`src/rtl/scsi_fifo16_pkg.sv`:
```
package scsi_fifo16_pkg;
  // one accepted operation per cycle, listed in priority order
  typedef enum logic [2:0] {
    OP_NONE, OP_LOAD, OP_HWR, OP_BWR, OP_HRD, OP_BRD, OP_PEEK
  } sf_op_e;
endpackage

```
`src/rtl/sf16_store.sv`:
```
module sf16_store #(
  parameter int DEPTH = 16
) (
  input  logic                       clk,
  input  logic                       rst_n,
  input  logic [1:0]                 push_n,
  input  logic [15:0]                push_w,
  input  logic [1:0]                 pop_n,
  output logic [7:0]                 head0,
  output logic [7:0]                 head1,
  output logic [$clog2(DEPTH):0]     occ
);
  localparam int AW = $clog2(DEPTH);
  localparam int NW = AW + 1;

  logic [7:0]    mem [DEPTH];
  logic [AW-1:0] wp, rp;
  logic [AW-1:0] wp1, rp1;

  assign wp1   = wp + AW'(1);
  assign rp1   = rp + AW'(1);
  assign head0 = mem[rp];
  assign head1 = mem[rp1];

  always_ff @(posedge clk) begin
    if (push_n != 2'd0) mem[wp]  <= push_w[7:0];
    if (push_n == 2'd2) mem[wp1] <= push_w[15:8];
  end

  always_ff @(posedge clk) begin
    if (!rst_n) begin
      wp  <= '0;
      rp  <= '0;
      occ <= '0;
    end else begin
      wp  <= wp + AW'(push_n);
      rp  <= rp + AW'(pop_n);
      occ <= occ + NW'(push_n) - NW'(pop_n);
    end
  end

  p_no_overflow_r2: assert property (@(posedge clk) disable iff (!rst_n)
    occ <= NW'(DEPTH));
  p_no_underflow_r2: assert property (@(posedge clk) disable iff (!rst_n)
    NW'(pop_n) <= occ);
endmodule

```
`src/rtl/sf16_xcount.sv`:
```
module sf16_xcount #(
  parameter int CW = 16
) (
  input  logic          clk,
  input  logic          rst_n,
  input  logic          load,
  input  logic [CW-1:0] load_val,
  input  logic [1:0]    dec_n,
  output logic          tc,
  output logic          is_one
);
  logic [CW-1:0] cnt, cnt_nxt;

  assign cnt_nxt = (cnt > CW'(dec_n)) ? cnt - CW'(dec_n) : '0;
  assign is_one  = (cnt == CW'(1));

  always_ff @(posedge clk) begin
    if (!rst_n) begin
      cnt <= '0;
      tc  <= 1'b0;
    end else if (load) begin
      cnt <= load_val;
      tc  <= 1'b0;
    end else if (dec_n != 2'd0) begin
      cnt <= cnt_nxt;
      if (cnt_nxt == '0) tc <= 1'b1;
    end
  end

  p_tc_sticky_r8: assert property (@(posedge clk) disable iff (!rst_n)
    tc && !load |=> tc);
  p_tc_at_zero_r8: assert property (@(posedge clk) disable iff (!rst_n)
    $rose(tc) |-> cnt == '0);
endmodule

```
`src/rtl/sf16_drq.sv`:
```
module sf16_drq #(
  parameter int DEPTH = 16
) (
  input  logic                   clk,
  input  logic                   rst_n,
  input  logic                   dma_en,
  input  logic                   to_mem,
  input  logic                   sync_nz,
  input  logic                   save_res,
  input  logic                   tc,
  input  logic [$clog2(DEPTH):0] occ,
  output logic                   drq
);
  localparam int NW = $clog2(DEPTH) + 1;
  logic [NW-1:0] floor_lvl;

  assign floor_lvl = save_res ? NW'(1) : NW'(0);

  always_comb begin
    drq = 1'b0;
    if (dma_en) begin
      if (to_mem) drq = (occ > floor_lvl) && !(sync_nz && tc);
      else        drq = !tc && (occ < NW'(DEPTH));
    end
  end

  p_drq_stop_tc_r9: assert property (@(posedge clk) disable iff (!rst_n)
    tc && sync_nz && to_mem |-> !drq);
endmodule

```
`src/rtl/scsi_fifo16.sv`:
```
module scsi_fifo16
  import scsi_fifo16_pkg::*;
#(
  parameter int DEPTH      = 16,
  parameter int CW         = 16,
  parameter int SOW        = 5,
  parameter bit SWAP_BYTES = 1'b0
) (
  input  logic                   clk,
  input  logic                   rst_n,
  input  logic                   cnt_load,
  input  logic [CW-1:0]          cnt_value,
  input  logic                   dma_en,
  input  logic                   dma_to_mem,
  input  logic [SOW-1:0]         sync_offset,
  input  logic                   save_residual,
  input  logic                   byte_wr,
  input  logic [7:0]             byte_wdata,
  input  logic                   byte_rd,
  input  logic                   half_wr,
  input  logic [15:0]            half_wdata,
  input  logic                   half_rd,
  input  logic                   peek_rd,
  output logic [15:0]            rdata,
  output logic                   drq,
  output logic [$clog2(DEPTH):0] fifo_count,
  output logic                   term_count
);
  localparam int NW = $clog2(DEPTH) + 1;

  sf_op_e        op;
  logic [7:0]    h0, h1;
  logic          cnt_one, sync_nz;
  logic [1:0]    push_n, pop_n, dec_n;
  logic [15:0]   push_w, rd_nxt;
  logic          rd_ld;
  logic [15:0]   wr_word, half_raw, half_out;

  assign sync_nz = (sync_offset != '0);

  generate
    if (SWAP_BYTES) begin : g_swap
      assign wr_word  = {half_wdata[7:0], half_wdata[15:8]};
      assign half_out = {half_raw[7:0], half_raw[15:8]};
    end else begin : g_direct
      assign wr_word  = half_wdata;
      assign half_out = half_raw;
    end
  endgenerate

  always_comb begin
    if (cnt_load)     op = OP_LOAD;
    else if (half_wr) op = OP_HWR;
    else if (byte_wr) op = OP_BWR;
    else if (half_rd) op = OP_HRD;
    else if (byte_rd) op = OP_BRD;
    else if (peek_rd) op = OP_PEEK;
    else              op = OP_NONE;
  end

  always_comb begin
    if (fifo_count >= NW'(2))      half_raw = {h1, h0};
    else if (fifo_count == NW'(1)) half_raw = {8'hFF, h0};
    else                           half_raw = 16'hFF00;
  end

  always_comb begin
    push_n = 2'd0;
    pop_n  = 2'd0;
    dec_n  = 2'd0;
    push_w = 16'h0000;
    rd_ld  = 1'b0;
    rd_nxt = 16'h0000;
    unique case (op)
      OP_HWR: begin
        if (fifo_count >= NW'(DEPTH - 1) || cnt_one) begin
          if (fifo_count != NW'(DEPTH)) begin
            push_n = 2'd1;
            push_w = {8'h00, wr_word[7:0]};
            dec_n  = 2'd1;
          end
        end else begin
          push_n = 2'd2;
          push_w = wr_word;
          dec_n  = 2'd2;
        end
      end
      OP_BWR: begin
        if (fifo_count != NW'(DEPTH)) begin
          push_n = 2'd1;
          push_w = {8'h00, byte_wdata};
          dec_n  = 2'd1;
        end
      end
      OP_HRD: begin
        rd_ld  = 1'b1;
        rd_nxt = half_out;
        if (fifo_count >= NW'(2))      pop_n = 2'd2;
        else if (fifo_count == NW'(1)) pop_n = 2'd1;
        dec_n = sync_nz ? pop_n : 2'd0;
      end
      OP_BRD: begin
        rd_ld = 1'b1;
        if (fifo_count != '0) begin
          rd_nxt = {8'h00, h0};
          pop_n  = 2'd1;
          dec_n  = sync_nz ? 2'd1 : 2'd0;
        end
      end
      OP_PEEK: begin
        rd_ld = 1'b1;
        if (fifo_count != '0) rd_nxt = {8'h00, h0};
      end
      default: ;
    endcase
  end

  always_ff @(posedge clk) begin
    if (!rst_n)     rdata <= 16'h0000;
    else if (rd_ld) rdata <= rd_nxt;
  end

  sf16_store #(.DEPTH(DEPTH)) u_store (
    .clk(clk), .rst_n(rst_n), .push_n(push_n), .push_w(push_w),
    .pop_n(pop_n), .head0(h0), .head1(h1), .occ(fifo_count)
  );

  sf16_xcount #(.CW(CW)) u_count (
    .clk(clk), .rst_n(rst_n), .load(op == OP_LOAD), .load_val(cnt_value),
    .dec_n(dec_n), .tc(term_count), .is_one(cnt_one)
  );

  sf16_drq #(.DEPTH(DEPTH)) u_drq (
    .clk(clk), .rst_n(rst_n), .dma_en(dma_en), .to_mem(dma_to_mem),
    .sync_nz(sync_nz), .save_res(save_residual), .tc(term_count),
    .occ(fifo_count), .drq(drq)
  );

  p_full_ignore_r6: assert property (@(posedge clk) disable iff (!rst_n)
    (op == OP_HWR || op == OP_BWR) && fifo_count == NW'(DEPTH)
    |=> $stable(fifo_count));
  p_half_pair_r5: assert property (@(posedge clk) disable iff (!rst_n)
    op == OP_HWR && fifo_count < NW'(DEPTH - 1) && !cnt_one
    |=> fifo_count == $past(fifo_count) + NW'(2));
  p_peek_still_r12: assert property (@(posedge clk) disable iff (!rst_n)
    op == OP_PEEK |=> $stable(fifo_count) && $stable(term_count));
endmodule

```
`config.mk`:
```
export PLATFORM = sky130hd
export DESIGN_NAME = scsi_fifo16
export DESIGN_NICKNAME = d
export VERILOG_FILES = /design/src/rtl/scsi_fifo16_pkg.sv /design/src/rtl/sf16_store.sv /design/src/rtl/sf16_xcount.sv /design/src/rtl/sf16_drq.sv /design/src/rtl/scsi_fifo16.sv
export SDC_FILE = /design/constraint.sdc
export NUM_CORES = 1
export LEC_CHECK = 0
export BUFFER_PORTS_ARGS = -buffer_cell sky130_fd_sc_hd__buf_4
export CORE_MARGIN = 8
export CORE_UTILIZATION = 30
export DETAILED_ROUTE_END_ITERATION = 8
export HOLD_SLACK_MARGIN = 0.08
export PLACE_DENSITY_LB_ADDON = 0.08
export SLEW_MARGIN = 20
export SYNTH_ARGS = -nofsm -noshare
export SYNTH_HDL_FRONTEND = slang
export SYNTH_SLANG_ARGS = --single-unit
```
`constraint.sdc`:
```
create_clock -name clk -period 8.6 [get_ports clk]
set_input_delay 1.29 -clock clk [delete_from_list [all_inputs] [get_ports clk]]
set_output_delay 1.29 -clock clk [all_outputs]
set_load 0.02 [all_outputs]
```
# After elaboration in Yosys (flattened, before gate mapping)
# Memories as Yosys holds them, arrays and structs flattened. A register that Yosys moved wholly into a read port is not among the register bits.
# Index checks and enable logic that the tools add are counted.
word_totals:
  memories: 1
  inputBits: 56
  ram_bits: 128
  word_cells: 83
  reg_bits: 46
  output_inout_bits: 23
mem_list:
  columns: ["name", "depth", "width", "read_ports", "rd_clocked_by_memory_dff", "write_ports", "line_no", "rtl"]
  rows:
  - ["u_store.mem", 16, 8, 2, 1, 2, "sf16_store.sv:16", "logic [7:0] mem [DEPTH];"]
classes:
  n_lt_le_gt_ge: 5
  eq_ne: 10
  n_bitwise: 1
  reduce_logical: 16
  n_addsub: 7
  n_mux: 37
op_table:
  columns: ["operator", "count"]
  rows:
  - ["two-way mux 16 bit", 5]
  - ["one-hot mux 16 bit (2 select lines)", 2]
  - ["two-way mux 8 bit", 4]
  - ["two-way mux 3 bit", 6]
  - ["equality test 16 x 1 -> 1 bit (second input constant)", 1]
  - ["> comparator 16 x 2 -> 1 bit", 1]
  - ["logical NOT 16 bit", 1]
  - ["subtractor 16 x 2 -> 16 bit", 1]
  - ["two-way mux 1 bit", 13]
  - ["nonzero test 5 bit", 2]
  - ["equality test 3 bit (second input constant)", 3]
  - ["adder 4 x 1 -> 4 bit (second input constant)", 2]
  - ["adder 4 x 2 -> 4 bit", 2]
  - ["one-hot mux 2 bit (2 select lines)", 2]
  - ["one-hot mux 2 bit (4 select lines)", 1]
  - ["equality test 3 x 2 -> 1 bit (second input constant)", 2]
  - ["two-way mux 2 bit", 3]
  - ["nonzero test 2 bit", 3]
  - ["adder 5 x 2 -> 5 bit", 1]
  - ["equality test 5 x 1 -> 1 bit (second input constant)", 1]
  - [">= comparator 5 x 2 -> 1 bit (second input constant)", 1]
  - [">= comparator 5 x 4 -> 1 bit (second input constant)", 1]
  - ["> comparator 5 bit", 1]
  - ["less-than comparator 5 bit (second input constant)", 1]
  - ["other kinds (12)", 16]

# Logic depth before layout (Yosys ltp)
# Gate-level depths: netlist of the first run.
logic_depth:
  ltp_word: 12
  ltp_mapped: 17
  mapped_depth_nobuf: 16

# By module
# Synthesis of the first run repeated with hierarchy kept, for this count alone.
hier_totals:
  cells_unflattened: 934
  hier_area_um2: 10862.9
modules_own_cells:
  columns: ["module", "instances", "area_per_inst_um2", "cells_each"]
  rows:
  - ["sf16_store", 1, 8531.9, 654]
  - ["sf16_xcount", 1, 1320.0, 165]
  - ["scsi_fifo16", 1, 952.2, 107]
  - ["sf16_drq", 1, 58.8, 8]

# Worst setup path after synthesis of the first run
# OpenSTA, ideal clock, no wires.
synth_timing:
  path_kind: "input to register"
  from: "input cnt_load"
  to: "register u_count.tc"
  n_path_buf: 3
  path_stages: 15
  slack_ns: 4.156
  arrival_time_ns: 4.384
  t_required_ns: 8.540
  cell_sequence: "clkbuf_1 inv_1 o2111a_1 o41ai_4 inv_2 buf_2 a21oi_1 ha_1 nor2b_1 or3_1 buf_1 mux2i_1 or3_1 a2111oi_0 o31a_1"
synth_via:
  elab_chain_cells: 7
  word_cells_on_any_way: 14
  classes_between: "add/sub: 1; order compare: 1; eq/ne: 5; mux: 3; reduce/logical: 4"
synth_lines:
  columns: ["element", "line_no", "rtl"]
  rows:
  - ["start: declaration", "scsi_fifo16.sv:11", "input logic cnt_load,"]
  - ["two-way mux 3 bit *", "scsi_fifo16.sv:52", "if (cnt_load) op = OP_LOAD;"]
  - ["equality test 3 bit / equality test 3 x 2 -> 1 bit (equally long branches)", "scsi_fifo16.sv:74", "unique case (op)"]
  - ["one-hot mux 2 bit (4 select lines)", "scsi_fifo16.sv:74", null]
  - ["subtractor 16 x 2 -> 16 bit / > comparator 16 x 2 -> 1 bit (equally long branches)", "sf16_xcount.sv:14", "assign cnt_nxt = (cnt > CW'(dec_n)) ? cnt - CW'(dec_n) : '0;"]
  - ["two-way mux 16 bit", "sf16_xcount.sv:14", null]
  - ["logical NOT 16 bit", "sf16_xcount.sv:26", "if (cnt_nxt == '0) tc <= 1'b1;"]
  - ["AND reduction 2 bit (no line)", null, null]
  - ["end signal: assignment", "sf16_xcount.sv:20", "tc <= 1'b0;"]
  - ["end signal: assignment", "sf16_xcount.sv:23", "tc <= 1'b0;"]
  - ["end signal: assignment", "sf16_xcount.sv:26", null]
  - ["end: declaration", "sf16_xcount.sv:9", "output logic tc,"]
# Every way passes the cells marked *; elsewhere a longest branch is shown, timed or not.
# A chain may end at the register's enable or synchronous reset.

# Worst setup path after layout of the first run
# Ends and elaborated chain as after synthesis.

==> results of run 1 <==
-- cell families after synthesis --
| kind of cell | Yosys count |
|---|---|
| buffers and inverters | 96 |
| adder cells (fa/ha/maj) | 24 |
| AO/OA/AOI/OAI | 143 |
| multiplexers | 207 |
| AND/OR/NAND/NOR | 191 |
| flip-flops | 174 |
| XOR/XNOR | 12 |
-- layout make-up --
| cell class | count | share of cell area, % |
|---|---|---|
| clock buffers | 17 | 3.424 |
| clock inverters | 15 | 1.672 |
| inverters | 27 | 0.8158 |
| multi-input cells | 577 | 44.95 |
| flip-flops and latches | 174 | 38.39 |
| well taps | 461 | 4.643 |
| repair buffers | 101 | 6.103 |
-- worst max-delay path, cell delays in order --
cell	delay [ps]
sky130_fd_sc_hd__buf_4	190
sky130_fd_sc_hd__inv_1	500
sky130_fd_sc_hd__o2111a_1	340
sky130_fd_sc_hd__o41ai_4	180
sky130_fd_sc_hd__inv_2	360
sky130_fd_sc_hd__a21oi_1	150
sky130_fd_sc_hd__fa_1	550
sky130_fd_sc_hd__nor4_1	680
sky130_fd_sc_hd__nand2_1	380
sky130_fd_sc_hd__xor2_1	220
sky130_fd_sc_hd__nand3_1	100
sky130_fd_sc_hd__a2111oi_0	320
sky130_fd_sc_hd__o31a_1	160
-- metrics by stage --
stage / cells / utilization [%]
global route: 1372 / 35.10
global placement: 1340 / 33.30
CTS: 1372 / 35.10
floorplan: 847 / -
detailed placement: 1340 / 33.31
finish: 1372 / 35.10
-- cells in the mapped netlist (4+ instances only) --
library cell	count	area share, %
sky130_fd_sc_hd__edfxtp_1	128	36
sky130_fd_sc_hd__nor3_1	12	0.56
sky130_fd_sc_hd__buf_1	9	0.32
sky130_fd_sc_hd__fa_1	5	0.93
sky130_fd_sc_hd__a31oi_1	13	0.76
sky130_fd_sc_hd__a21oi_1	44	2.1
sky130_fd_sc_hd__nor2_1	42	1.5
sky130_fd_sc_hd__nand2_1	46	1.6
sky130_fd_sc_hd__mux2i_1	4	0.37
sky130_fd_sc_hd__mux2_2	128	13
sky130_fd_sc_hd__mux4_2	75	16
sky130_fd_sc_hd__xnor2_1	5	0.41
sky130_fd_sc_hd__a22o_1	8	0.65
sky130_fd_sc_hd__nand3_2	8	0.75
sky130_fd_sc_hd__and3_1	6	0.35
sky130_fd_sc_hd__or3_1	11	0.64
sky130_fd_sc_hd__nor2b_1	12	0.70
sky130_fd_sc_hd__clkbuf_1	43	1.5
sky130_fd_sc_hd__and2_1	5	0.29
sky130_fd_sc_hd__a22oi_1	11	0.77
sky130_fd_sc_hd__ha_1	19	2.2
sky130_fd_sc_hd__inv_1	26	0.91
sky130_fd_sc_hd__dfxtp_1	46	8.6
sky130_fd_sc_hd__buf_2	17	0.79
sky130_fd_sc_hd__xor2_1	7	0.57
sky130_fd_sc_hd__a211oi_1	7	0.49
sky130_fd_sc_hd__o21ai_0	32	1.5
sky130_fd_sc_hd__nor4_1	6	0.35
sky130_fd_sc_hd__nand3_1	18	0.84
-- power by group through the flow --
stage / combinational [mW] / clock [mW] / sequential [mW]
finish: 0.731 / 0.867 / 1.03
global route: 0.807 / 0.918 / 1.04
CTS: 0.738 / 0.886 / 1.03
detailed placement: 0.735 / 0 / 1.05
global placement: 0.738 / 0 / 1.05
floorplan: 0.506 / 0 / 1.04
-- final timing paths --
path / slack [ps] / endpoint / start / cells past startpoint
worst max-delay path: 3570 / u_count.tc / cnt_load / 13
worst min-delay path: 450 / rdata[9] / rdata[9] / 2
worst max register to register: 3770 / u_count.tc / u_count.cnt[2] / 14
worst min register to register: 450 / rdata[9] / rdata[9] / 2
-- metal layers --
metal	vias to the layer above	part of all wire, %	global-route usage, %
met3	29	5.1	3.036
li1	3424	-	-
met2	228	47	27.70
met1	3902	46	24.23
met5	-	0	0
met4	0	1.4	4.136
-- layout by cell type, fill, tap and decap left out, types with 12 or more instances in the layout --
cell	instances
sky130_fd_sc_hd__o21ai_0	32
sky130_fd_sc_hd__clkbuf_16	17
sky130_fd_sc_hd__nor2_1	41
sky130_fd_sc_hd__a31oi_1	13
sky130_fd_sc_hd__mux4_2	75
sky130_fd_sc_hd__ha_1	18
sky130_fd_sc_hd__inv_1	25
sky130_fd_sc_hd__dfxtp_1	44
sky130_fd_sc_hd__edfxtp_1	128
sky130_fd_sc_hd__nand2_1	46
sky130_fd_sc_hd__buf_4	101
sky130_fd_sc_hd__nor3_1	12
sky130_fd_sc_hd__nor2b_1	12
sky130_fd_sc_hd__mux2_2	128
sky130_fd_sc_hd__nand3_1	18
sky130_fd_sc_hd__a21oi_1	43
-- registers in the layout, indices dropped and copies added, names as in the netlist --
register and cells:
rdata 16, u_count.cnt 16, u_count.tc 1, u_store.mem 128, u_store.occ 5, u_store.rp 4, u_store.wp 4
==> flow_results.xml, run 1 <==
<?xml version="1.0" encoding="UTF-8"?>
<metrics>
  <group name="outcome">
    <metric name="status" unit="">finished clean</metric>
  </group>
  <group name="sta">
    <metric name="final-setup-viol-count" unit="">0</metric>
    <metric name="min_period" unit="ps">5027</metric>
    <metric name="worst_slew_pin_slew" unit="ps">1106</metric>
    <metric name="max_freq" unit="MHz">198.9</metric>
    <metric name="tns" unit="ps">0</metric>
    <metric name="period_share" unit="%">58.45</metric>
    <metric name="slew_headroom" unit="%">25.97</metric>
    <metric name="layout_setup_ws" unit="ps">3573</metric>
    <metric name="hold_slack" unit="ps">450.9</metric>
    <metric name="clock_skew" unit="ps">17.89</metric>
    <metric name="maxSlewViolCount" unit="">0</metric>
    <metric name="total_count_of_hold_check_failures_in_the_final_report" unit="">0</metric>
    <metric name="unrepaired_setup_endpoints_after_global_routing" unit="">false</metric>
  </group>
  <group name="worst_setup_path">
    <metric name="worst_setup_path_end_kind" unit="">register</metric>
    <metric name="crit_path_start_kind" unit="">input pin</metric>
    <metric name="worstPathMaxFanout" unit="">20</metric>
    <metric name="cp_data_arrival_time" unit="ps">5420</metric>
    <metric name="criticalPathCategory" unit="">in -&gt; reg</metric>
    <metric name="required" unit="ps">8990</metric>
  </group>
  <group name="cts">
    <metric name="cts-htree-levels" unit="">4</metric>
    <metric name="cts-hold-fix-buffers" unit="">0</metric>
    <metric name="postCtsSetupRepairBufs" unit="">0</metric>
    <metric name="cts_sinks" unit="">174</metric>
    <metric name="clk_root_buffer_cell" unit="">sky130_fd_sc_hd__clkbuf_16</metric>
    <metric name="clock_insertion_delay_worst_skew" unit="ps">460</metric>
    <metric name="cts_inserted_buffers" unit="">17</metric>
    <metric name="cts_tree" unit="">done</metric>
    <metric name="postCtsResizedCells" unit="">0</metric>
    <metric name="cts.reportedPaths.clkPinSlew" unit="ps">70</metric>
    <metric name="max-clock-path-buffers" unit="">2</metric>
  </group>
  <group name="cells_and_area">
    <metric name="reg_area" unit="mm2">0.004770</metric>
    <metric name="drive_gt1_share" unit="%">39.96</metric>
    <metric name="areaGrowthSynthToFinish" unit="%">15.87</metric>
    <metric name="insertedDiodeCount" unit="">0</metric>
    <metric name="filler_cell_count" unit="">3526</metric>
    <metric name="finish.net_count" unit="">978</metric>
    <metric name="multiInputGateArea" unit="mm2">0.005584</metric>
    <metric name="final_area" unit="mm2">0.01242</metric>
  </group>
  <group name="floorplanning">
    <metric name="core_area" unit="mm2">0.03540</metric>
    <metric name="chipWidth" unit="um">205.0</metric>
    <metric name="start_util" unit="%">30.29</metric>
    <metric name="placement_rows" unit="">69</metric>
    <metric name="fp.dieArea" unit="mm2">0.04204</metric>
    <metric name="floorplan.die.height" unit="um">205.0</metric>
    <metric name="ios" unit="">79</metric>
  </group>
  <group name="synthesis">
    <metric name="synth-edff-count" unit="">128</metric>
    <metric name="synthMuxAreaShare" unit="%">29.57</metric>
    <metric name="synth.yosys.seq_area_share" unit="%">44.44</metric>
    <metric name="synth-adder-area-share" unit="%">3.151</metric>
    <metric name="synth.net_count" unit="">927</metric>
    <metric name="synth.lib_cells_used.distinct" unit="">64</metric>
    <metric name="synthCells" unit="">847</metric>
    <metric name="dominant_combinational_cell_family_by_area_after_synthesis" unit="">multiplexers</metric>
    <metric name="synth-compound-area-share" unit="%">8.694</metric>
    <metric name="synth_simple_gate_area_share" unit="%">9.604</metric>
    <metric name="yosysWarningCount" unit="">0</metric>
    <metric name="syn-mean-instance-area" unit="um2">12.66</metric>
    <metric name="yosys_register_bits" unit="">174</metric>
    <metric name="async_reset_ff_share" unit="%">0</metric>
    <metric name="ys.flop_type" unit="">sky130_fd_sc_hd__edfxtp_1</metric>
    <metric name="syn_area" unit="mm2">0.01072</metric>
    <metric name="yosys.area_share.xor_xnor" unit="%">0.9803</metric>
  </group>
  <group name="drt">
    <metric name="route.final.wire_length" unit="um">35880</metric>
    <metric name="drt_pass1_iterations" unit="">5</metric>
    <metric name="via_count" unit="">7583</metric>
    <metric name="route.detailed.wl_per_inst" unit="um">26.15</metric>
    <metric name="final_antenna_net_count" unit="">0</metric>
    <metric name="drc_errors" unit="">0</metric>
    <metric name="drt_first_iter_violations" unit="">761</metric>
    <metric name="vias_per_cell" unit="">5.527</metric>
  </group>
  <group name="placed_design">
    <metric name="dp.final_hpwl" unit="um">24410</metric>
    <metric name="buffer_ports.inserted" unit="">78</metric>
    <metric name="detailed_place.area" unit="mm2">0.01179</metric>
    <metric name="placement.setup.worst_slack" unit="ps">3167</metric>
    <metric name="gp_congestion" unit="">0.8152</metric>
  </group>
  <group name="global_route">
    <metric name="grt_pass1_wl" unit="um">53180</metric>
    <metric name="grt_util_all_layers" unit="%">17.37</metric>
    <metric name="antenna_found_initial" unit="">0</metric>
    <metric name="grt_max_degree" unit="">37</metric>
    <metric name="globalRoute.totalOverflow" unit="">0</metric>
    <metric name="via_count_of_the_first_global_routing_pass" unit="">7634</metric>
  </group>
  <group name="power">
    <metric name="power_frac_clock" unit="%">33.0</metric>
    <metric name="total_switching_power" unit="mW">0.8465</metric>
    <metric name="seq_power_share" unit="%">39.2</metric>
    <metric name="ir_worst_vdd" unit="V">0.0001089</metric>
    <metric name="switching_share" unit="%">32.21</metric>
    <metric name="finalPower" unit="mW">2.629</metric>
    <metric name="cell_internal_pwr" unit="mW">1.782</metric>
    <metric name="leakage" unit="nW">4.305</metric>
    <metric name="cellPowerDensity" unit="mW/mm2">211.6</metric>
    <metric name="p_comb_share" unit="%">27.8</metric>
  </group>
  <group name="min_path">
    <metric name="hold_class" unit="">reg -&gt; reg</metric>
  </group>
  <group name="flow_run">
    <metric name="drv_cap" unit="">0</metric>
  </group>
</metrics>
No activity file was read; power rests on OpenSTA's default activity.
==> inputs of run 2 (changes only) <==
- clock period: 8.6 -> 4.6 ns (I/O delays scaled with it)
==> flow_results.xml, run 2 (synthesis results as in run 1) <==
<?xml version="1.0" encoding="UTF-8"?>
<metrics>
  <group name="sta">
    <metric name="hold_slack" unit="ps">453.2</metric>
    <metric name="maxSlewViolCount" unit="">0</metric>
    <metric name="min_period" unit="ps">4089</metric>
    <metric name="period_share" unit="%">88.89</metric>
    <metric name="tns" unit="ps">0</metric>
    <metric name="worst_slew_pin_slew" unit="ps">1078</metric>
    <metric name="unrepaired_setup_endpoints_after_global_routing" unit="">false</metric>
    <metric name="slew_headroom" unit="%">27.84</metric>
    <metric name="final-setup-viol-count" unit="">0</metric>
    <metric name="max_freq" unit="MHz">244.6</metric>
    <metric name="total_count_of_hold_check_failures_in_the_final_report" unit="">0</metric>
    <metric name="clock_skew" unit="ps">17.11</metric>
    <metric name="layout_setup_ws" unit="ps">511.1</metric>
  </group>
  <group name="global_route">
    <metric name="grt_util_all_layers" unit="%">17.01</metric>
    <metric name="antenna_found_initial" unit="">0</metric>
    <metric name="grt_max_degree" unit="">48</metric>
    <metric name="grt_pass1_wl" unit="um">52450</metric>
    <metric name="via_count_of_the_first_global_routing_pass" unit="">7698</metric>
    <metric name="globalRoute.totalOverflow" unit="">0</metric>
  </group>
  <group name="worst_setup_path">
    <metric name="crit_slowest_cell" unit="">sky130_fd_sc_hd__or3_1</metric>
    <metric name="crit_path_start_kind" unit="">register</metric>
    <metric name="timing.critical_path.max_delay_family" unit="">simple AND/OR/NAND/NOR gates</metric>
    <metric name="crit-reg2reg-capture" unit="">u_count.tc</metric>
    <metric name="cp_slowest_stage_delay" unit="ps">510</metric>
    <metric name="cp_data_arrival_time" unit="ps">4480</metric>
    <metric name="register_to_register_setup_slack" unit="ps">510</metric>
    <metric name="r2r_cells" unit="">16</metric>
    <metric name="worst_setup_path_end_kind" unit="">register</metric>
    <metric name="worst-path-buf-inv" unit="">3</metric>
    <metric name="criticalPathCategory" unit="">reg -&gt; reg</metric>
    <metric name="worstPathMaxFanout" unit="">9</metric>
    <metric name="crit_chain" unit="">or3_1, nor3_1, a21oi_1, a2111oi_0, buf_4, a21o_1, ha_1, inv_1, fa_1, nor4_1, buf_4, nand2_1, xor2_1, nand3_1, a2111oi_0, o31a_1</metric>
    <metric name="required" unit="ps">4990</metric>
    <metric name="worstReg2RegStart" unit="">u_count.cnt[2]</metric>
  </group>
  <group name="cells_and_area">
    <metric name="layout_common_cells" unit="">128 x sky130_fd_sc_hd__mux2_2, 128 x sky130_fd_sc_hd__edfxtp_1, 112 x sky130_fd_sc_hd__buf_4</metric>
    <metric name="multiInputGateArea" unit="mm2">0.005588</metric>
    <metric name="filler_cell_count" unit="">3493</metric>
    <metric name="reg_area" unit="mm2">0.004770</metric>
    <metric name="areaGrowthSynthToFinish" unit="%">16.23</metric>
    <metric name="drive_gt1_share" unit="%">40.67</metric>
    <metric name="insertedDiodeCount" unit="">0</metric>
    <metric name="layout.core_utilization" unit="%">35.21</metric>
    <metric name="largest_registers" unit="">u_store.mem (128), rdata (16), u_count.cnt (16)</metric>
    <metric name="largest-register" unit="">u_store.mem</metric>
    <metric name="finish.net_count" unit="">989</metric>
    <metric name="largest_register_ffs" unit="">128</metric>
  </group>
  <group name="power">
    <metric name="total_switching_power" unit="mW">1.586</metric>
    <metric name="ir_worst_vdd" unit="V">0.0002615</metric>
    <metric name="cellPowerDensity" unit="mW/mm2">387.2</metric>
    <metric name="power_frac_clock" unit="%">31.1</metric>
    <metric name="seq_power_share" unit="%">39.8</metric>
    <metric name="cell_internal_pwr" unit="mW">3.240</metric>
    <metric name="leakage" unit="nW">4.333</metric>
    <metric name="p_comb_share" unit="%">29.1</metric>
    <metric name="switching_share" unit="%">32.86</metric>
  </group>
  <group name="floorplanning">
    <metric name="floorplan.die.height" unit="um">205.0</metric>
    <metric name="fp.dieArea" unit="mm2">0.04204</metric>
    <metric name="start_util" unit="%">30.29</metric>
    <metric name="chipWidth" unit="um">205.0</metric>
    <metric name="ios" unit="">79</metric>
    <metric name="core_area" unit="mm2">0.03540</metric>
    <metric name="placement_rows" unit="">69</metric>
  </group>
  <group name="cts">
    <metric name="cts-htree-levels" unit="">4</metric>
    <metric name="cts_inserted_buffers" unit="">17</metric>
    <metric name="clk_root_buffer_cell" unit="">sky130_fd_sc_hd__clkbuf_16</metric>
    <metric name="clock_insertion_delay_worst_skew" unit="ps">450</metric>
    <metric name="cts.reportedPaths.clkPinSlew" unit="ps">70</metric>
    <metric name="cts-hold-fix-buffers" unit="">0</metric>
    <metric name="cts_sinks" unit="">174</metric>
    <metric name="postCtsSetupRepairBufs" unit="">0</metric>
    <metric name="postCtsResizedCells" unit="">0</metric>
    <metric name="max-clock-path-buffers" unit="">2</metric>
    <metric name="cts_tree" unit="">done</metric>
  </group>
  <group name="min_path">
    <metric name="timing.hold.worst.start" unit="">rdata[15]</metric>
    <metric name="whs_path_depth" unit="">2</metric>
    <metric name="whs_endpoint" unit="">rdata[15]</metric>
    <metric name="hold_class" unit="">reg -&gt; reg</metric>
  </group>
  <group name="drt">
    <metric name="drc_errors" unit="">0</metric>
    <metric name="route.detailed.wl_per_inst" unit="um">25.48</metric>
    <metric name="final_antenna_net_count" unit="">0</metric>
    <metric name="drt_pass1_iterations" unit="">4</metric>
    <metric name="via_count" unit="">7576</metric>
    <metric name="route.final.wire_length" unit="um">35230</metric>
    <metric name="drt_first_iter_violations" unit="">557</metric>
    <metric name="vias_per_cell" unit="">5.478</metric>
  </group>
  <group name="placed_design">
    <metric name="dp.final_hpwl" unit="um">24650</metric>
    <metric name="placement.setup.worst_slack" unit="ps">497.8</metric>
    <metric name="buffer_ports.inserted" unit="">78</metric>
    <metric name="gp_congestion" unit="">0.7870</metric>
  </group>
  <group name="flow_run">
    <metric name="drv_cap" unit="">0</metric>
  </group>
  <group name="outcome">
    <metric name="status" unit="">finished clean</metric>
  </group>
</metrics>
[run 2: cell types whose count changed in the layout (fill, tap and decap cells not counted)]
cell	change
sky130_fd_sc_hd__clkinv_4	+1
sky130_fd_sc_hd__clkinv_2	-1
sky130_fd_sc_hd__bufinv_16	-2
sky130_fd_sc_hd__clkinvlp_4	+1
sky130_fd_sc_hd__clkinv_1	+1
sky130_fd_sc_hd__a21oi_2	+1
sky130_fd_sc_hd__inv_6	+1
sky130_fd_sc_hd__a21oi_1	-1
sky130_fd_sc_hd__buf_4	+11
sky130_fd_sc_hd__inv_8	-1
[run 2: cell type report]
cell class	instances	share of cell area [%]
sequential	174	38.27
multi-input combinational	577	44.84
tap	461	4.628
timing repair buffer	112	6.747
inverter	27	0.8132
clock buffer	17	3.414
clock inverter	15	1.285
[run 2: worst max-delay path by stage]
stage / start / endpoint / slack [ps] / cells past startpoint
floorplan: u_count.cnt[2] / u_count.tc / 530 / 17
finish: u_count.cnt[2] / u_count.tc / 510 / 16
CTS: u_count.cnt[2] / u_count.tc / 450 / 16
global route: u_count.cnt[2] / u_count.tc / 140 / 16
global placement: u_count.cnt[2] / u_count.tc / 500 / 14
detailed placement: u_count.cnt[2] / u_count.tc / 500 / 16
[run 2: through the flow]
stage          power, mW  area (um2)  cells
3_5_place_dp       3.369       11870   1351
4_1_cts            4.880       12450   1383
2_1_floorplan      2.888       10720    847
5_1_grt            5.079       12460   1383
3_3_place_gp       3.374       11870   1351
6_report           4.826       12460   1383
[run 2: per-layer routing]
layer  routed length [um]  vias to the layer above  global-route usage [%]
met2                16890                      189                   27.85
met4                  350                        0                   3.753
met1                16440                     3927                   23.16
met3                 1557                       19                   3.068
li1                     -                     3441                       -
met5                    0                        -                       0
[run 2: power groups by stage]
| stage | Clock (mW) | Sequential (mW) | Combinational [mW] |
|---|---|---|---|
| floorplan | 0 | 1.94 | 0.947 |
| global placement | 0 | 1.96 | 1.42 |
| detailed placement | 0 | 1.96 | 1.41 |
| CTS | 1.54 | 1.92 | 1.42 |
| global route | 1.59 | 1.94 | 1.55 |
| finish | 1.50 | 1.92 | 1.41 |
[run 2: worst reg2reg max path: cells and delay by family (launching register included)]
kind                     cells  cell delay, ps
AO/OA/AOI/OAI                5            1130
XOR/XNOR                     1             190
adder cells (fa/ha/maj)      2             660
buffers and inverters        3             460
flip-flops                   1             380
AND/OR/NAND/NOR              5            1210
==> inputs of run 3 (changes only) <==
--- a/config.mk
+++ b/config.mk
@@ -7,2 +7,3 @@
 export LEC_CHECK = 0
+export ABC_CLOCK_PERIOD_IN_PS = 4600
 export BUFFER_PORTS_ARGS = -buffer_cell sky130_fd_sc_hd__buf_4
==> constraint.sdc (replaced) <==
create_clock -name clk -period 4.6 [get_ports clk]
set_input_delay 1.38 -clock clk [delete_from_list [all_inputs] [get_ports clk]]
set_output_delay 1.38 -clock clk [all_outputs]
set_load 0.02 [all_outputs]
==> flow_results.xml, run 3 (synthesis results as in run 1) <==
<?xml version="1.0" encoding="UTF-8"?>
<metrics>
  <group name="outcome">
    <metric name="status" unit="">finished clean</metric>
  </group>
  <group name="drt">
    <metric name="vias_per_cell" unit="">5.357</metric>
    <metric name="via_count" unit="">7505</metric>
    <metric name="route.final.wire_length" unit="um">34850</metric>
    <metric name="drc_errors" unit="">0</metric>
    <metric name="route.detailed.wl_per_inst" unit="um">24.87</metric>
    <metric name="drt_first_iter_violations" unit="">443</metric>
    <metric name="final_antenna_net_count" unit="">0</metric>
    <metric name="drt_pass1_iterations" unit="">6</metric>
  </group>
  <group name="global_route">
    <metric name="grt_util_all_layers" unit="%">17.03</metric>
    <metric name="via_count_of_the_first_global_routing_pass" unit="">7799</metric>
    <metric name="grt_max_degree" unit="">48</metric>
    <metric name="grt_pass1_wl" unit="um">52630</metric>
    <metric name="globalRoute.totalOverflow" unit="">0</metric>
    <metric name="grt.met2_usage" unit="%">28.02</metric>
    <metric name="gr-max-usage-layer" unit="">met2</metric>
    <metric name="grt_use_met3" unit="%">2.751</metric>
    <metric name="grt_util_met1" unit="%">23.23</metric>
    <metric name="antenna_found_initial" unit="">0</metric>
  </group>
  <group name="worst_setup_path">
    <metric name="worstPathMaxFanout" unit="">3</metric>
    <metric name="cp_data_arrival_time" unit="ps">4660</metric>
    <metric name="criticalPathCategory" unit="">in -&gt; reg</metric>
    <metric name="timing.critical_path.max_delay_family" unit="">simple AND/OR/NAND/NOR gates</metric>
    <metric name="required" unit="ps">4990</metric>
    <metric name="cp_slowest_stage_delay" unit="ps">550</metric>
    <metric name="worst_setup_path_end_kind" unit="">register</metric>
    <metric name="worst-path-buf-inv" unit="">2</metric>
    <metric name="crit_chain" unit="">buf_4, or4_1, or2_2, buf_4, a21oi_1, ha_1, nor2b_1, or3_1, mux2i_1, or3_1, a2111oi_0, o31a_1</metric>
    <metric name="crit_slowest_cell" unit="">sky130_fd_sc_hd__or4_1</metric>
    <metric name="crit_path_start_kind" unit="">input pin</metric>
  </group>
  <group name="sta">
    <metric name="clock_skew" unit="ps">13.25</metric>
    <metric name="maxSlewViolCount" unit="">0</metric>
    <metric name="worst_slew_pin_slew" unit="ps">872.7</metric>
    <metric name="unrepaired_setup_endpoints_after_global_routing" unit="">false</metric>
    <metric name="tns" unit="ps">0</metric>
    <metric name="final-setup-viol-count" unit="">0</metric>
    <metric name="slew_headroom" unit="%">41.62</metric>
    <metric name="total_count_of_hold_check_failures_in_the_final_report" unit="">0</metric>
    <metric name="max_freq" unit="MHz">234.2</metric>
    <metric name="layout_setup_ws" unit="ps">330.9</metric>
    <metric name="min_period" unit="ps">4269</metric>
    <metric name="hold_slack" unit="ps">453.8</metric>
    <metric name="period_share" unit="%">92.81</metric>
  </group>
  <group name="power">
    <metric name="ir_worst_vdd" unit="V">0.0002610</metric>
    <metric name="leakage" unit="nW">4.432</metric>
    <metric name="cellPowerDensity" unit="mW/mm2">386.7</metric>
    <metric name="cell_internal_pwr" unit="mW">3.310</metric>
    <metric name="switching_share" unit="%">32.13</metric>
    <metric name="power_frac_clock" unit="%">31.4</metric>
    <metric name="p_comb_share" unit="%">29.2</metric>
    <metric name="total_switching_power" unit="mW">1.567</metric>
    <metric name="seq_power_share" unit="%">39.4</metric>
  </group>
  <group name="cts">
    <metric name="cts_tree" unit="">done</metric>
    <metric name="max-clock-path-buffers" unit="">2</metric>
    <metric name="cts_sinks" unit="">174</metric>
    <metric name="clk_root_buffer_cell" unit="">sky130_fd_sc_hd__clkbuf_16</metric>
    <metric name="cts.reportedPaths.clkPinSlew" unit="ps">70</metric>
    <metric name="cts-htree-levels" unit="">4</metric>
    <metric name="cts-hold-fix-buffers" unit="">0</metric>
    <metric name="postCtsResizedCells" unit="">0</metric>
    <metric name="cts_inserted_buffers" unit="">17</metric>
    <metric name="postCtsSetupRepairBufs" unit="">0</metric>
    <metric name="clock_insertion_delay_worst_skew" unit="ps">450</metric>
  </group>
  <group name="floorplanning">
    <metric name="start_util" unit="%">30.29</metric>
    <metric name="fp.dieArea" unit="mm2">0.04204</metric>
    <metric name="ios" unit="">79</metric>
    <metric name="core_area" unit="mm2">0.03540</metric>
    <metric name="placement_rows" unit="">69</metric>
    <metric name="chipWidth" unit="um">205.0</metric>
    <metric name="floorplan.die.height" unit="um">205.0</metric>
  </group>
  <group name="placed_design">
    <metric name="gp_congestion" unit="">0.7944</metric>
    <metric name="placement.setup.worst_slack" unit="ps">-107.2</metric>
    <metric name="buffer_ports.inserted" unit="">78</metric>
    <metric name="detailed_place.area" unit="mm2">0.01201</metric>
    <metric name="cell_count_after_placement" unit="">1369</metric>
    <metric name="dp.final_hpwl" unit="um">24660</metric>
  </group>
  <group name="cells_and_area">
    <metric name="largest-register" unit="">u_store.mem</metric>
    <metric name="areaGrowthSynthToFinish" unit="%">17.62</metric>
    <metric name="insertedDiodeCount" unit="">0</metric>
    <metric name="finish.net_count" unit="">1007</metric>
    <metric name="layout_common_cells" unit="">129 x sky130_fd_sc_hd__buf_4, 128 x sky130_fd_sc_hd__mux2_2, 128 x sky130_fd_sc_hd__edfxtp_1</metric>
    <metric name="drive_gt1_share" unit="%">41.38</metric>
    <metric name="largest_registers" unit="">u_store.mem (128), rdata (16), u_count.cnt (16)</metric>
    <metric name="largest_register_ffs" unit="">128</metric>
    <metric name="most_common_cell_after_layout_fill_and_taps_aside" unit="">sky130_fd_sc_hd__buf_4</metric>
    <metric name="stdcell_count" unit="">1401</metric>
    <metric name="final_area" unit="mm2">0.01261</metric>
  </group>
  <group name="flow_run">
    <metric name="drv_cap" unit="">0</metric>
  </group>
  <group name="min_path">
    <metric name="hold_class" unit="">reg -&gt; reg</metric>
  </group>
</metrics>
## run 3: cell types whose count changed in the layout (fill, tap and decap cells not counted), sizes merged
| cell | change |
|---|---|
| buf | +18 |
| bufinv | +1 |
| clkbuf | +1 |
| clkinv | -1 |
| inv | -1 |
## run 3: power groups by stage
stage          registers [mW]  clock network, mW  logic (mW)
5_1_grt                  1.94               1.62        1.56
2_1_floorplan            1.94                  0       0.947
4_1_cts                  1.92               1.56        1.44
3_3_place_gp             1.96                  0        1.43
3_5_place_dp             1.95                  0        1.44
6_report                 1.92               1.53        1.43
## run 3: layout make-up
cell class | instances | area [um2]
clock buffers | 18 | 429.2
inverters | 27 | 101.3
multi-input cells | 577 | 5580
clock inverters | 14 | 165.2
well taps | 461 | 576.8
flip-flops and latches | 174 | 4770
fillers | 3536 | 22790
repair buffers | 130 | 988.4
## run 3: per-stage QoR
step | utilization, % | power (mW)
global placement | 33.94 | 3.389
detailed placement | 33.94 | 3.392
global route | 35.63 | 5.123
finish | 35.63 | 4.877
floorplan | - | 2.888
CTS | 35.62 | 4.925
## run 3: worst min-delay path: cells and delay by family, from the launching register on
family / cells / cell delay (ps)
flops: 1 / 310
simple gates: 1 / 50
compound gates: 1 / 50
## run 3: metal layers
metal | wire (um) | part of all wire (%) | up-vias
li1 | - | - | 3468
met2 | 16730 | 48 | 154
met1 | 16580 | 48 | 3860
met4 | 426 | 1.2 | 0
met3 | 1117 | 3.2 | 23
met5 | 0 | 0 | -
## run 3: worst paths after layout
kind,from,to,slack (ps),depth (start not counted)
worst max-delay path,sync_offset[0],u_count.tc,330,12
worst max register to register,u_count.cnt[5],u_count.tc,370,12
worst min-delay path,rdata[12],rdata[12],450,2
worst min register to register,rdata[12],rdata[12],450,2
